**src/rtl/sb_pkg.sv**
```systemverilog
package sb_pkg;
  localparam int unsigned NUM_UNITS = 5;
  localparam int unsigned NUM_REGS  = 32;
  localparam int unsigned REG_W     = $clog2(NUM_REGS);
  localparam int unsigned TAG_W     = $clog2(NUM_UNITS + 1);
  localparam int unsigned CLS_W     = 2;

  localparam int unsigned U_INT  = 0;
  localparam int unsigned U_MUL1 = 1;
  localparam int unsigned U_MUL2 = 2;
  localparam int unsigned U_ADD  = 3;
  localparam int unsigned U_DIV  = 4;

  typedef logic [REG_W-1:0]     reg_t;
  typedef logic [TAG_W-1:0]     tag_t;
  typedef logic [NUM_UNITS-1:0] umask_t;

  typedef enum logic [CLS_W-1:0] {
    CLS_INT = 2'd0,
    CLS_MUL = 2'd1,
    CLS_ADD = 2'd2,
    CLS_DIV = 2'd3
  } op_cls_e;
endpackage

```
**src/rtl/sb_issue_ctl.sv**
```systemverilog
module sb_issue_ctl
  import sb_pkg::*;
(
  input  logic    in_valid,
  input  op_cls_e cls,
  input  umask_t  busy,
  input  tag_t    dst_owner,
  output logic    ready,
  output umask_t  grant,
  output tag_t    grant_tag
);
  umask_t cand;

  // class to unit steering; second multiplier only when the first is taken
  always_comb begin
    cand = '0;
    case (cls)
      CLS_INT: cand[U_INT] = 1'b1;
      CLS_MUL: begin
        if (!busy[U_MUL1]) cand[U_MUL1] = 1'b1;
        else               cand[U_MUL2] = 1'b1;
      end
      CLS_ADD: cand[U_ADD] = 1'b1;
      default: cand[U_DIV] = 1'b1;
    endcase
  end

  assign ready = ((cand & ~busy) != '0) && (dst_owner == '0);
  assign grant = (in_valid && ready) ? cand : '0;

  always_comb begin
    grant_tag = '0;
    for (int u = 0; u < NUM_UNITS; u++)
      if (cand[u]) grant_tag = tag_t'(u + 1);
  end
endmodule

```
**src/rtl/sb_wr_arb.sv**
```systemverilog
module sb_wr_arb
  import sb_pkg::*;
(
  input  umask_t                busy,
  input  umask_t                fin,
  input  umask_t                rj,
  input  umask_t                rk,
  input  reg_t [NUM_UNITS-1:0]  fi,
  input  reg_t [NUM_UNITS-1:0]  fj,
  input  reg_t [NUM_UNITS-1:0]  fk,
  output umask_t                grant,
  output tag_t                  grant_tag
);
  umask_t elig;

  // a finished unit may commit unless some other unit still needs the old value
  always_comb begin
    for (int u = 0; u < NUM_UNITS; u++) begin
      elig[u] = busy[u] & fin[u];
      for (int f = 0; f < NUM_UNITS; f++)
        if (f != u && busy[f] &&
            ((fj[f] == fi[u] && rj[f]) || (fk[f] == fi[u] && rk[f])))
          elig[u] = 1'b0;
    end
  end

  // fixed priority, lowest index wins
  always_comb begin
    grant     = '0;
    grant_tag = '0;
    for (int u = int'(NUM_UNITS) - 1; u >= 0; u--)
      if (elig[u]) begin
        grant     = umask_t'(1) << u;
        grant_tag = tag_t'(u + 1);
      end
  end
endmodule

```
**src/rtl/sb_unit_rec.sv**
```systemverilog
module sb_unit_rec
  import sb_pkg::*;
#(
  parameter int unsigned MY_TAG = 1
) (
  input  logic clk,
  input  logic rst,
  input  logic load,
  input  reg_t dst,
  input  reg_t s1,
  input  reg_t s2,
  input  tag_t q1,
  input  tag_t q2,
  input  logic rd_go,
  input  tag_t wr_tag,
  input  logic done,
  output logic busy,
  output logic fin,
  output reg_t fi,
  output reg_t fj,
  output reg_t fk,
  output logic rj,
  output logic rk
);
  localparam tag_t SELF = tag_t'(MY_TAG);
  tag_t qj, qk;

  always_ff @(posedge clk) begin
    if (rst) begin
      busy <= 1'b0; fin <= 1'b0; rj <= 1'b0; rk <= 1'b0;
      qj <= '0; qk <= '0; fi <= '0; fj <= '0; fk <= '0;
    end else if (load) begin
      busy <= 1'b1; fin <= 1'b0;
      fi <= dst; fj <= s1; fk <= s2;
      qj <= q1; qk <= q2;
      rj <= (q1 == '0); rk <= (q2 == '0);
    end else if (wr_tag == SELF) begin
      busy <= 1'b0; fin <= 1'b0; rj <= 1'b0; rk <= 1'b0;
      qj <= '0; qk <= '0;
    end else begin
      if (done && busy) fin <= 1'b1;
      if (rd_go) begin
        rj <= 1'b0; rk <= 1'b0; qj <= '0; qk <= '0;
      end else begin
        if (wr_tag != '0 && qj == wr_tag) begin rj <= 1'b1; qj <= '0; end
        if (wr_tag != '0 && qk == wr_tag) begin rk <= 1'b1; qk <= '0; end
      end
    end
  end
endmodule

```
**src/rtl/fp_scoreboard.sv**
```systemverilog
module fp_scoreboard
  import sb_pkg::*;
(
  input  logic                 clk,
  input  logic                 rst,
  input  logic                 in_valid,
  output logic                 in_ready,
  input  logic [CLS_W-1:0]     in_cls,
  input  logic [REG_W-1:0]     in_dst,
  input  logic [REG_W-1:0]     in_src1,
  input  logic [REG_W-1:0]     in_src2,
  output logic [NUM_UNITS-1:0] iss_gnt,
  output logic [NUM_UNITS-1:0] rd_gnt,
  output logic [NUM_UNITS-1:0] wr_gnt,
  input  logic [NUM_UNITS-1:0] done
);
  tag_t                 owner [NUM_REGS];
  umask_t               busy, fin, rj, rk;
  reg_t [NUM_UNITS-1:0] fi, fj, fk;
  tag_t                 iss_tag, wr_tag, q1, q2;
  reg_t                 wr_dst;

  // a producer committing this cycle counts as already done for a new issue
  assign q1 = (wr_tag != '0 && owner[in_src1] == wr_tag) ? '0 : owner[in_src1];
  assign q2 = (wr_tag != '0 && owner[in_src2] == wr_tag) ? '0 : owner[in_src2];

  sb_issue_ctl u_issue (
    .in_valid  (in_valid),
    .cls       (op_cls_e'(in_cls)),
    .busy      (busy),
    .dst_owner (owner[in_dst]),
    .ready     (in_ready),
    .grant     (iss_gnt),
    .grant_tag (iss_tag)
  );

  sb_wr_arb u_warb (
    .busy      (busy),
    .fin       (fin),
    .rj        (rj),
    .rk        (rk),
    .fi        (fi),
    .fj        (fj),
    .fk        (fk),
    .grant     (wr_gnt),
    .grant_tag (wr_tag)
  );

  assign rd_gnt = busy & rj & rk;

  generate
    for (genvar u = 0; u < NUM_UNITS; u++) begin : g_unit
      sb_unit_rec #(.MY_TAG(u + 1)) u_rec (
        .clk    (clk),
        .rst    (rst),
        .load   (iss_gnt[u]),
        .dst    (in_dst),
        .s1     (in_src1),
        .s2     (in_src2),
        .q1     (q1),
        .q2     (q2),
        .rd_go  (rd_gnt[u]),
        .wr_tag (wr_tag),
        .done   (done[u]),
        .busy   (busy[u]),
        .fin    (fin[u]),
        .fi     (fi[u]),
        .fj     (fj[u]),
        .fk     (fk[u]),
        .rj     (rj[u]),
        .rk     (rk[u])
      );
    end
  endgenerate

  always_comb begin
    wr_dst = '0;
    for (int u = 0; u < NUM_UNITS; u++)
      if (wr_gnt[u]) wr_dst = fi[u];
  end

  // register owner table; WAW stall keeps issue and clear on distinct entries
  always_ff @(posedge clk) begin
    if (rst) begin
      for (int r = 0; r < NUM_REGS; r++) owner[r] <= '0;
    end else begin
      if (wr_gnt != '0)  owner[wr_dst] <= '0;
      if (iss_gnt != '0) owner[in_dst] <= iss_tag;
    end
  end
endmodule

```
**config.mk**
```make
export PLATFORM = sky130hd
export DESIGN_NAME = fp_scoreboard
export DESIGN_NICKNAME = d
export VERILOG_FILES = /design/src/rtl/sb_pkg.sv /design/src/rtl/sb_issue_ctl.sv /design/src/rtl/sb_wr_arb.sv /design/src/rtl/sb_unit_rec.sv /design/src/rtl/fp_scoreboard.sv
export SDC_FILE = /design/constraint.sdc
export NUM_CORES = 1
export LEC_CHECK = 0
export ABC_AREA = 1
export BUFFER_PORTS_ARGS = -buffer_cell sky130_fd_sc_hd__buf_4
export CORE_UTILIZATION = 35
export DETAILED_ROUTE_END_ITERATION = 16
export GPL_TIMING_DRIVEN = 1
export SLEW_MARGIN = 5
export SYNTH_ARGS = -nofsm -noshare
export SYNTH_HDL_FRONTEND = slang
export SYNTH_SLANG_ARGS = --single-unit
```
**constraint.sdc**
```tcl
create_clock -name clk -period 4.7 [get_ports clk]
set_input_delay 1.175 -clock clk [delete_from_list [all_inputs] [get_ports clk]]
set_output_delay 1.175 -clock clk [all_outputs]
set_load 0.02 [all_outputs]
```
==> key figures, run 1 <==
Drt
  • Avg WL per Cell: approximately 22 microns
  • Initial DRC count: ~1,900
  • DRC viols: 0
  • Pre-antenna DRT Iters: 6
  • Vias per Instance: 5.57
  • Vias post-DR: 17,200
  • Routed Antenna Nets: 0
  • Drt total wl: 68,600 microns

Synthesis
  • Yosys reg bits: 221
  • Mapped cell area: 15,500 sq um
  • Synthesis warning total: 0
  • Sequential fraction of the synthesis area: 34.8%
  • Synth Net Count: 2,500
  • Synth top area cells: edfxtp_1 (19%), nand2_1 (17%), dfxtp_1 (16%), nor2_1 (8.7%), a21oi_1 (6.7%)
  • Asr flop ratio synth: 0%
  • EDFF count, synth: 96
  • Main synth FF type: dfxtp_1
  • Mapped Cells: ~2,500
  • Synth top area share: between 10% and 20%
  • Library cells used by synthesis: 43
  • Syn_area_per_cell: roughly 6.3 sq um
  • Yosys top cell by area: edfxtp_1

CTS
  • Cts repair resizes: 0
  • CTS tree: built
  • Clk slew on worst S/H paths: 0.06 ns
  • Clock Tree Root: clkbuf_16
  • H-tree depth: 1
  • Post-CTS setup buffers: 0
  • Clk buf depth: 3
  • Post-cts hold buffer count: 0
  • CTS sink count: roughly 220
  • Clock Latency Late Sink: between 0.5 and 0.6 ns
  • Num CTS Buffers: 27

Setup path
  • Critical path type: reg2out
  • Crit path top cell by count: nand2_1
  • Crit. End Element: output port
  • Critical register-to-register path startpoint: g_unit[2].u_rec.fi[0]
  • Slowest CP cell: dfxtp_1
  • Reg2Reg Depth: 20
  • CP max stage delay: 0.60 ns
  • RR Endpoint: owner[2][2]
  • Worst Path Buf+Inv: 3
  • Worst path arrival time: roughly 3.2 ns
  • R2r setup slk: 0.86 ns
  • CP Depth: 15
  • Crit start category: register
  • Critical Path RT: 3.52 ns
  • Crit path max fanout: 12
  • CP endpoint: wr_gnt[3]
  • CP Cell Sequence: inv_2 -> nand2_1 -> nand2_1 -> nor2_1 -> nand3_1 -> nand2_1 -> nand2_1 -> nand2_1 -> nor2_1 -> nand2_1 -> nand2_2 -> nor2_4 -> nand2_1 -> inv_2 -> buf_4
  • Crit path from: g_unit[2].u_rec.fi[0]
  • CP top delay family: simple AND/OR/NAND/NOR gates

Floorplan
  • Die width: approximately 210 microns
  • Cell Rows: 76
  • Initial Utilization: 35.7%
  • Boundary Pins: about 40
  • Total die area: 45,100 sq um
  • Height of the die: about 210 microns
  • Core ar.: 43,400 sq um

STA
  • Final setup violation count: 0
  • Part of the cycle the worst path needs: 92.6%
  • Upper clock frequency limit: between 200 and 250 MHz
  • Setup TNS: 0 ns
  • Skew final: 0.0186 ns
  • RSZ-0062 raised after global routing: false
  • Tightest Pin Transition: 1.08 ns
  • Crit path time final: 4.35 ns
  • Final Max Tran Viols: 0
  • Slew HR: between 20% and 30%
  • Final Hold Viols: 0
  • Fin Hold WS: 0.469 ns

Placed design
  • Detailed placement HPWL: 48,300 microns
  • GPL Wtd Cong: 0.967
  • PortBufs: 40

Power
  • Power per cell area: 302 nW/um^2
  • Peak VDD IR: approximately 0.26 mV
  • P_leak: 7.34 nW

Global routing
  • Initial antenna violation count: 0
  • Gr ovfl total: 0
  • Global-route wire length before repair: 101,000 microns
  • GRT Util Overall: 30.5%
  • Number of global-route vias before repair: 15,800
  • Largest net degree at the start of global routing: 59

Finish
  • Share of layout cells above drive strength 1: roughly 10%
  • Multi-input gate area: 8480 sq um
  • Fin nets: 2,500
  • Most frequent cells in the layout: nand2_1 (702), nor2_1 (359), inv_1 (223), a21oi_1 (207), o21ai_0 (200)
  • Register area: 5390 sq um
  • Area Overhead vs Synth: 11.8%
  • Fillers: 4,730
  • Most common cell after layout, fill and taps aside: nand2_1
  • Ant diodes: 0

Outcome
  • Status: finished clean

Hold path
  • Min-delay src: g_unit[3].u_rec.qk[1]
  • Hold Path Class: reg2reg

Flow run
  • Max_cap viols: 0
[sequential cells by signal, indices dropped and copies added (netlist names)]
| name | cells |
|---|---|
| g_unit.u_rec.qj | 15 |
| g_unit.u_rec.rj | 5 |
| g_unit.u_rec.fi | 25 |
| owner | 96 |
| g_unit.u_rec.fj | 25 |
| g_unit.u_rec.rk | 5 |
| g_unit.u_rec.qk | 15 |
| g_unit.u_rec.fin | 5 |
| g_unit.u_rec.fk | 25 |
| g_unit.u_rec.busy | 5 |
[power by group]
group,total [mW],leakage (nW),internal (mW),switching [mW]
Combinational,0.793,4.87,0.230,0.563
Clock,2.30,0.479,1.37,0.927
Sequential,2.15,1.98,2.07,0.0817
[tightest hold or removal path: cells and delay by family, from the launching register on]
family           cells  cell delay (ns)
AND/OR/NAND/NOR      1             0.06
flip-flops           1             0.31
AO/OA/AOI/OAI        1             0.05
[per-layer routing]
| layer | GRT usage [%] | wire length (microns) |
|---|---|---|
| met1 | 40.2 | 28200 |
| met2 | 47.6 | 29600 |
| met3 | 5.32 | 6720 |
| met4 | 15.4 | 4130 |
| met5 | 0 | 0 |
[synthesized netlist by cell type, drive strengths merged (4+ instances only)]
cell and count:
nor4 5, nor3 36, nand4 8, nor2 386, o2111ai 4, o211ai 22
clkbuf 67, nand2 721, edfxtp 96, buf 65, xor2 12, o21ai 226
a21oi 210, inv 257, or2 5, o31ai 10, dfxtp 125, nand3b 4
clkinv 5, o22ai 13, nand3 194
[cell families after synthesis]
| logic type | Yosys count | share of synthesized area (%) |
|---|---|---|
| compound gates | 488 | 16.9 |
| xor+xnor | 12 | 0.678 |
| buf+inv | 394 | 10.6 |
| flops | 221 | 34.8 |
| simple gates | 1360 | 37.1 |
[layout make-up]
type,instances,share of cell area (%)
multi-input combinational,1860,49.0
sequential,221,31.1
inverter,262,5.68
timing repair buffer,103,4.53
clock buffer,37,4.41
tap,585,4.22
clock inverter,13,1.11
[worst min path at each step]
stage	endpoint	cells after the start
CTS	g_unit[3].u_rec.qk[1]	2
global route	g_unit[3].u_rec.qk[1]	2
detailed placement	g_unit[3].u_rec.qk[1]	2
global placement	g_unit[3].u_rec.qk[1]	2
floorplan	g_unit[3].u_rec.qk[1]	2
finish	g_unit[3].u_rec.qk[1]	2
[metrics by stage]
stage | area (sq um) | setup WS (ns) | instances | util, % | total power [mW]
2_1_floorplan | 15500 | 0.582 | 2475 | - | 2.65
3_3_place_gp | 16400 | 0.565 | 3031 | 37.8 | 2.95
3_5_place_dp | 16400 | 0.531 | 3031 | 37.8 | 2.96
4_1_cts | 17300 | 0.433 | 3081 | 40.0 | 5.23
5_1_grt | 17300 | 0.237 | 3081 | 40.0 | 5.40
6_report | 17300 | 0.349 | 3081 | 40.0 | 5.24
(Power assumes the default switching activity.)
==> run 2: changes to the inputs <==
Settings changed: BUFFER_PORTS_ARGS -buffer_cell sky130_fd_sc_hd__buf_4 to -buffer_cell sky130_fd_sc_hd__buf_2.
==> run 2 against run 1 <==
Effect of this change: sequential cell count stayed put; maximum frequency is 2.5% lower; first-iteration DRC count is 7.5% higher.
==> key figures, run 2 (synthesis gave the netlist of run 1 again) <==
Outcome
  • Status: finished clean

Setup path
  • Crit. End Element: output port
  • Critical Path RT: 3.52 ns (about the same)
  • Crit path from: g_unit[2].u_rec.fi[0]
  • Worst path arrival time: 3.29 ns (+0.11 ns)
  • Crit path max fanout: 12 (unchanged)
  • R2r setup slk: 0.84 ns (-0.02 ns)
  • Crit start category: register
  • Critical path type: reg2out
  • Critical register-to-register path startpoint: g_unit[2].u_rec.fi[0]

STA
  • Crit path time final: 4.46 ns (+0.111 ns)
  • Final Hold Viols: 0 (unchanged)
  • Setup TNS: 0 ns (unchanged)
  • Slew HR: 52.2% (+24 points)
  • Tightest Pin Transition: 0.713 ns (-0.367 ns)
  • Skew final: 0.0142 ns (-0.00441 ns)
  • Setup WS post-layout: 0.239 ns (-0.111 ns)
  • Final setup violation count: 0 (unchanged)
  • Final Max Tran Viols: 0 (unchanged)
  • RSZ-0062 raised after global routing: false
  • Upper clock frequency limit: 224 MHz (-2.5%)
  • Part of the cycle the worst path needs: 94.9% (+2.4 points)

Floorplan
  • Boundary Pins: 41 (unchanged)
  • Cell Rows: 76 (unchanged)
  • Die width: 212 microns (unchanged)
  • Height of the die: 212 microns (unchanged)
  • Core ar.: 43,400 sq um (unchanged)
  • Total die area: 45,100 sq um (unchanged)
  • Initial Utilization: 35.7% (unchanged)

Drt
  • Drt total wl: 67,200 microns (-2.2%)
  • Vias post-DR: 16,900 (-1.3%)
  • Avg WL per Cell: 21.8 microns (-2.1%)
  • Pre-antenna DRT Iters: 6 (unchanged)
  • DRC viols: 0 (unchanged)
  • Initial DRC count: 2,065 (+7.5%)
  • Routed Antenna Nets: 0 (unchanged)
  • Vias per Instance: 5.50 (-1.3%)

Finish
  • Area Overhead vs Synth: 10.8%
  • Max reg flops: 96 (unchanged)
  • Fin cells: 3,080 (-0.032%)
  • Largest Register: owner
  • Fillers: 4,686 (-0.93%)
  • Fin nets: 2,498 (-0.080%)
  • Most frequent cells in the layout: nand2_1 (702), nor2_1 (359), inv_1 (223), a21oi_1 (207), o21ai_0 (200)
  • Share of layout cells above drive strength 1: 10.1% (-0.16 points)
  • Most common cell after layout, fill and taps aside: nand2_1
  • Ant diodes: 0 (unchanged)

Hold path
  • Hold Path Class: reg2reg
  • Min-delay src: g_unit[3].u_rec.qk[1]

Placed design
  • GPL Wtd Cong: 0.965 (-0.26%)
  • Detailed placement HPWL: 47,400 microns (-1.8%)
  • PortBufs: 40 (unchanged)
  • Placed cells: 3,028 (-0.099%)
  • Dpl ws: 0.507 ns (-0.0236 ns)

Power
  • Pwr Total: 5.09 mW (-2.8%)
  • Power per cell area: 297 nW/um^2 (-1.9%)
  • P_leak: 7.27 nW (-0.94%)
  • Peak VDD IR: 0.291 mV (+13%)

Global routing
  • Global-route wire length before repair: 99,600 microns (-1.6%)
  • GRT Util Overall: 29.8% (-0.69 points)
  • Number of global-route vias before repair: 15,600 (-1.2%)
  • GR peak layer: met2
  • Met2 Resource Use GR: 46.8% (-0.88 points)
  • Initial antenna violation count: 0 (unchanged)
  • Met3 Usage GRT: 5.30% (-0.015 points)
  • Largest net degree at the start of global routing: 87 (+47%)
  • Grt met1 use: 39.3% (-0.97 points)
  • Gr ovfl total: 0 (unchanged)

CTS
  • Post-cts hold buffer count: 0 (unchanged)
  • H-tree depth: 1 (unchanged)
  • Clock Latency Late Sink: 0.58 ns (about the same)
  • CTS tree: built
  • CTS sink count: 221 (unchanged)
  • Num CTS Buffers: 28 (+3.7%)
  • Clock Tree Root: clkbuf_16
  • Clk slew on worst S/H paths: 0.06 ns (about the same)
  • Clk buf depth: 3 (unchanged)
  • Post-CTS setup buffers: 0 (unchanged)
  • Cts repair resizes: 0 (unchanged)

Flow run
  • Max_cap viols: 0 (unchanged)
[run 2: worst paths after layout]
check | endpoint | cells past startpoint
hold reg to reg | g_unit[3].u_rec.qk[1] | 2
setup / recovery | wr_gnt[3] | 15
setup reg to reg | owner[8][1] | 20
hold / removal | g_unit[3].u_rec.qk[1] | 2
[run 2: metrics by stage]
stage | instance area [sq um] | hold WS, ns | util (%)
floorplan | 15500 | 0.439 | -
global placement | 16300 | 0.455 | 37.5
detailed placement | 16300 | 0.460 | 37.5
CTS | 17200 | 0.468 | 39.6
global route | 17200 | 0.495 | 39.6
finish | 17200 | 0.470 | 39.6
[run 2: routing by layer]
layer  vias to the layer above  part of all wire, %
li1                       7996                    -
met2                       917                   44
met4                         0                  5.4
met3                       188                  9.5
met5                         -                    0
met1                      7845                   41
[run 2: where the power goes]
group / internal, mW / leakage [nW] / total (mW) / switching, mW
clock: 1.23 / 0.440 / 2.16 / 0.923
sequential: 2.07 / 1.98 / 2.15 / 0.0856
combinational: 0.227 / 4.84 / 0.781 / 0.555
total: 3.53 / 7.27 / 5.09 / 1.56
[run 2: worst max-delay path: stages (launching register included)]
cell     delay (ns)
dfxtp_1        0.63
inv_2          0.32
nand2_1        0.13
nand2_1        0.06
nor2_1         0.10
nand3_1        0.08
nand2_1        0.17
nand2_1        0.15
nand2_1        0.10
nor2_1         0.04
nand2_1        0.07
nand2_2        0.11
nor2_4         0.23
nand2_1        0.16
inv_2          0.17
buf_2          0.19
[run 2: layout make-up]
cell class | count | area (sq um) | area share, %
multi-input cells | 1860 | 8480 | 49.4
flip-flops and latches | 221 | 5390 | 31.4
inverters | 262 | 985 | 5.74
clock buffers | 33 | 739 | 4.31
well taps | 585 | 732 | 4.26
repair buffers | 100 | 676 | 3.94
clock inverters | 19 | 163 | 0.948
